`src/rtl/prio_pkg.sv`:
```
package prio_pkg;

   // Resolution styles for one stage
   localparam int STYLE_SCAN = 0;   // linear scan, last hit wins
   localparam int STYLE_MASK = 1;   // one-hot winner, folded into code bits

   function automatic bit is_pow2(input int v);
      return (v >= 2) && ((v & (v - 1)) == 0);
   endfunction

endpackage

```
`src/rtl/prio_stage.sv`:
```
module prio_stage #(
   parameter int LANE_W = 8,
   parameter int STYLE  = prio_pkg::STYLE_SCAN
) (
   input  logic                      ei,
   input  logic [LANE_W-1:0]         req,
   output logic [$clog2(LANE_W)-1:0] code,
   output logic                      gs,
   output logic                      eo
);
   localparam int LANE_CW = $clog2(LANE_W);

   logic [LANE_CW-1:0] raw;
   logic               any_req;

   if (!prio_pkg::is_pow2(LANE_W)) begin : g_bad_lane
      $error("prio_stage: LANE_W must be a power of two, at least 2");
   end
   if (STYLE != prio_pkg::STYLE_SCAN && STYLE != prio_pkg::STYLE_MASK) begin : g_bad_style
      $error("prio_stage: unknown STYLE");
   end

   assign any_req = |req;

   if (STYLE == prio_pkg::STYLE_SCAN) begin : g_scan
      always_comb begin
         raw = '0;
         for (int i = 0; i < LANE_W; i++) begin
            if (req[i]) raw = LANE_CW'(i);
         end
      end
   end else begin : g_mask
      logic [LANE_W-1:0] hot;
      for (genvar i = 0; i < LANE_W; i++) begin : g_hot
         if (i == LANE_W - 1) begin : g_top
            assign hot[i] = req[i];
         end else begin : g_low
            assign hot[i] = req[i] & ~(|req[LANE_W-1:i+1]);
         end
      end
      always_comb begin
         raw = '0;
         for (int b = 0; b < LANE_CW; b++) begin
            for (int i = 0; i < LANE_W; i++) begin
               if (((i >> b) & 1) == 1) raw[b] = raw[b] | hot[i];
            end
         end
      end
   end

   assign code = ei ? raw : '0;
   assign gs   = ei & any_req;
   assign eo   = ei & ~any_req;

endmodule

```
`src/rtl/prio_chain.sv`:
```
module prio_chain #(
   parameter int LANE_W = 8,
   parameter int STAGES = 2,
   parameter int STYLE  = prio_pkg::STYLE_SCAN
) (
   input  logic                              en_i,
   input  logic [LANE_W*STAGES-1:0]          req_i,
   output logic [$clog2(LANE_W*STAGES)-1:0]  code_o,
   output logic                              grp_o,
   output logic                              en_o
);
   localparam int REQ_W   = LANE_W * STAGES;
   localparam int CODE_W  = $clog2(REQ_W);
   localparam int LANE_CW = $clog2(LANE_W);
   localparam int SEL_W   = CODE_W - LANE_CW;

   if (!prio_pkg::is_pow2(STAGES)) begin : g_bad_stages
      $error("prio_chain: STAGES must be a power of two, at least 2");
   end

   logic [STAGES-1:0]  st_ei;
   logic [STAGES-1:0]  st_eo;
   logic [STAGES-1:0]  st_gs;
   logic [LANE_CW-1:0] st_code [STAGES];
   logic [LANE_CW-1:0] low_code;
   logic [SEL_W-1:0]   sel_code;

   for (genvar s = 0; s < STAGES; s++) begin : g_stage
      if (s == STAGES - 1) begin : g_head
         assign st_ei[s] = en_i;
      end else begin : g_link
         assign st_ei[s] = st_eo[s+1];
      end

      prio_stage #(
         .LANE_W (LANE_W),
         .STYLE  (STYLE)
      ) u_stage (
         .ei   (st_ei[s]),
         .req  (req_i[s*LANE_W +: LANE_W]),
         .code (st_code[s]),
         .gs   (st_gs[s]),
         .eo   (st_eo[s])
      );
   end

   always_comb begin
      low_code = '0;
      sel_code = '0;
      for (int s = 0; s < STAGES; s++) begin
         low_code = low_code | st_code[s];
         if (st_gs[s]) sel_code = sel_code | SEL_W'(s);
      end
   end

   assign code_o = {sel_code, low_code};
   assign grp_o  = |st_gs;
   assign en_o   = st_eo[0];

endmodule

```
`config.mk`:
```
export PLATFORM = sky130hd
export DESIGN_NAME = prio_chain
export DESIGN_NICKNAME = d
export VERILOG_FILES = /design/src/rtl/prio_pkg.sv /design/src/rtl/prio_stage.sv /design/src/rtl/prio_chain.sv
export SDC_FILE = /design/constraint.sdc
export NUM_CORES = 1
export LEC_CHECK = 0
export BUFFER_PORTS_ARGS = -buffer_cell sky130_fd_sc_hd__buf_4
export CAP_MARGIN = 20
export CORE_AREA = 2 2 39 41
export DETAILED_ROUTE_END_ITERATION = 8
export DIE_AREA = 0 0 41 43
export PLACE_DENSITY = 0.45
export SYNTH_ARGS = -nofsm -noshare
export SYNTH_HDL_FRONTEND = slang
export SYNTH_SLANG_ARGS = --single-unit
```
`constraint.sdc`:
```
create_clock -name vclk -period 0.95
set_input_delay 0 -clock vclk [all_inputs]
set_output_delay 0 -clock vclk [all_outputs]
set_load 0.01 [all_outputs]
```
==> insert_results.sql <==
INSERT INTO impl_metrics (metric_group, metric, value, unit) VALUES
('detailed_routing', 'wl_met3', '38', 'um'),
('detailed_routing', 'detail_route.drc_violations', '0', ''),
('detailed_routing', 'first_pass_iters', '2', ''),
('run_status', 'status', 'complete, no violations', ''),
('cells_and_area', 'syn_to_final_growth', '118', '%'),
('sta', 'finalCritPeriodShare', '0.959', ''),
('synthesis', 'netlist.top_cell.by_area', 'sky130_fd_sc_hd__nor2_1', ''),
('sta', 'final-hold-violation-count', '0', ''),
('sta', 'slew_headroom', '0.833', ''),
('synthesis', 'seq_area_frac_synth', '0', ''),
('floorplan', 'design.portCount', '23', ''),
('cells_and_area', 'fin_nets', '79', ''),
('grt', 'grt_max_degree', '6', ''),
('power_and_ir_drop', 'seqPwrFrac', '0', ''),
('placed_design', 'place.detailed.hpwl', '637', 'um'),
('synthesis', 'ys_types', '17', ''),
('floorplan', 'die_height', '43', 'um'),
('critical_path', 'worst_setup_path_start_kind', 'input pin', ''),
('cells_and_area', 'final-instance-count-excl-fill', '76', ''),
('power_and_ir_drop', 'p_clk_frac', '0', ''),
('detailed_routing', 'wirelength_met1', '300', 'um'),
('placed_design', 'numPlacedInstances', '76', ''),
('critical_path', 'setup.worst_path.class', 'input pin to output pin', ''),
('sta', 'post-route-worst-setup-slack', '0.0387', 'ns'),
('min_path', 'worst_hold_path_type', 'input pin to output pin', ''),
('grt', 'overall_routing_resource_usage', '0.0899', ''),
('sta', 'hold_ws', '0.332', 'ns'),
('detailed_routing', 'top_layer', 'met3', ''),
('detailed_routing', 'drt-total-wl', '752', 'um'),
('critical_path', 'cp.arrival', '0.91', 'ns'),
('cells_and_area', 'post_route_cells_drive_above_1_share', '0.533', ''),
('grt', 'grt_first_pass_wirelength', '1190', 'um'),
('detailed_routing', 'via_per_inst', '4.34', ''),
('sta', 'grt_setup_unrepaired', 'true', ''),
('floorplan', 'die_w', '41', 'um'),
('critical_path', 'worstSetupEndpointType', 'output pin', ''),
('synthesis', 'synthesized_cell_area', '206', 'um2'),
('detailed_routing', 'met2_length', '414', 'um'),
('grt', 'number_of_antenna_violations_at_the_first_check_in_global_routing', '0', ''),
('cells_and_area', 'layout.cell_area.non_filler', '450', 'um2'),
('floorplan', 'die_area', '1760', 'um2'),
('cells_and_area', 'design.seq.count', '0', ''),
('synthesis', 'ys_top_cells_by_area', 'sky130_fd_sc_hd__nor2_1 13%, sky130_fd_sc_hd__a21oi_1 12%, sky130_fd_sc_hd__nor4_4 10%', ''),
('power_and_ir_drop', 'power', '170', 'uW'),
('synthesis', 'synthCells', '35', ''),
('floorplan', 'coreArea', '1380', 'um2'),
('floorplan', 'starting_density', '0.149', ''),
('job', 'drv_cap', '0', ''),
('power_and_ir_drop', 'ir_worst_vdd', '0.000173', 'V'),
('sta', 'clock.fmax', '1100', 'MHz'),
('power_and_ir_drop', 'static-leakage-power', '0.199', 'nW'),
('critical_path', 'worstPathRequired', '0.95', 'ns'),
('detailed_routing', 'dr_total_vias', '330', ''),
('detailed_routing', 'detailedRoute.firstIterationViolations', '3', ''),
('cells_and_area', 'postLayoutCoreUtil', '0.325', ''),
('critical_path', 'worstPathMaxFanout', '3', ''),
('synthesis', 'top_area_cell_type_share_of_the_netlist_area', '0.127', ''),
('placed_design', 'gpl.final_weighted_congestion', '0.786', ''),
('power_and_ir_drop', 'power.internal', '95.8', 'uW'),
('grt', 'first_global_vias', '296', ''),
('power_and_ir_drop', 'powerDensity', '378', 'nW/um2'),
('power_and_ir_drop', 'comb_power_share', '1.000', ''),
('sta', 'time_the_final_worst_path_needs_with_i_o_delays_and_setup', '0.911', 'ns'),
('placed_design', 'dpl_worst_slack', '-0.0533', 'ns'),
('detailed_routing', 'ant_nets', '0', ''),
('sta', 'max_slew.worst_pin.slew', '0.249', 'ns'),
('cells_and_area', 'layout.area.seq', '0', 'um2'),
('cells_and_area', 'n_antenna_cell', '0', ''),
('floorplan', 'row_count', '14', ''),
('synthesis', 'synth.avg_cell_area', '5.90', 'um2'),
('cells_and_area', 'n_clock_buffer', '0', ''),
('sta', 'setup_total_negative_slack', '0', 'ns'),
('sta', 'final-max-slew-violation-count', '0', ''),
('grt', 'grt_remaining_overflow', '0', ''),
('power_and_ir_drop', 'total_switching_power', '74.4', 'uW'),
('clocking', 'count_of_buffers_added_by_post_cts_timing_repair_for_setup', '0', ''),
('power_and_ir_drop', 'p_sw_frac', '0.437', ''),
('synthesis', 'yosys_warning_count', '0', ''),
('sta', 'setup_violations', '0', ''),
('placed_design', 'detailed_place.area', '414', 'um2'),
('synthesis', 'mappedNetlistNets', '52', ''),
('placed_design', 'portBuffers', '23', ''),
('detailed_routing', 'detail_route.wl_per_cell', '9.89', 'um');
-- routing by layer --
layer / GRT usage / up-vias
met4: 0 / 0
met1: 0.120 / 145
met2: 0.159 / 7
li1: - / 178
met3: 0.00524 / 0
met5: 0 / -
-- power by group through the flow --
stage	Sequential (mW)	Combinational (mW)	Clock, mW
global placement	0	0.157	0
global route	0	0.184	0
detailed placement	0	0.155	0
floorplan	0	0.0490	0
finish	0	0.170	0
CTS	0	0.163	0
-- worst paths after layout --
check  startpoint   endpoint  slack (ns)  cells after the start
min          en_i  code_o[1]        0.33                      3
max     req_i[12]  code_o[1]        0.04                      6
-- synth_stat cells, types with 2 or more instances --
master                    number
sky130_fd_sc_hd__nor2_1        7
sky130_fd_sc_hd__a21oi_1       5
sky130_fd_sc_hd__inv_1         4
sky130_fd_sc_hd__nand2_1       3
sky130_fd_sc_hd__nor3_1        2
sky130_fd_sc_hd__nor4_1        2
sky130_fd_sc_hd__o21ai_0       2
-- logic make-up after synthesis --
| family | count (synthesis) | share of synthesized area |
|---|---|---|
| simple gates | 18 | 0.521 |
| buf+inv | 5 | 0.109 |
| compound gates | 12 | 0.370 |
-- worst max-delay path, stage by stage --
cell and delay [ns]:
sky130_fd_sc_hd__buf_8 0.10, sky130_fd_sc_hd__nor4_4 0.30, sky130_fd_sc_hd__nand2_1 0.13, sky130_fd_sc_hd__a21oi_2 0.12, sky130_fd_sc_hd__o41a_1 0.15, sky130_fd_sc_hd__buf_4 0.11
-- layout make-up --
class / instances / area (um2)
inverter: 4 / 15.0
multi-input combinational: 30 / 209
timing repair buffer: 26 / 206
fill: 161 / 933
tap: 16 / 20.0
-- cells in the final DEF, fill, tap and decap left out --
cell type,netlist,final
sky130_fd_sc_hd__o21ai_0,2,1
sky130_fd_sc_hd__buf_6,0,1
sky130_fd_sc_hd__and2_2,1,1
sky130_fd_sc_hd__inv_1,4,4
sky130_fd_sc_hd__a21oi_1,5,4
sky130_fd_sc_hd__o21ai_1,0,1
sky130_fd_sc_hd__buf_4,1,24
sky130_fd_sc_hd__buf_8,0,1
sky130_fd_sc_hd__o41a_1,1,1
sky130_fd_sc_hd__nand2_1,3,3
sky130_fd_sc_hd__nor4_4,1,2
sky130_fd_sc_hd__nor3_1,2,2
sky130_fd_sc_hd__a31o_1,1,1
sky130_fd_sc_hd__nor2b_1,1,1
sky130_fd_sc_hd__nor4_2,1,2
sky130_fd_sc_hd__o21a_1,1,1
sky130_fd_sc_hd__o31ai_1,1,1
sky130_fd_sc_hd__nor2_1,7,7
sky130_fd_sc_hd__a31oi_1,1,1
sky130_fd_sc_hd__a21oi_2,0,1
-- repair_timing --
item                                    CTS  global route
endpoints found under the setup margin    4             3
hold buffers                              0             0
pin swaps                                 2             3
resized for setup                         3             5
hold endpoints to repair                  0             0
cloned                                    0             0
No activity file was read; power rests on OpenSTA's default activity.
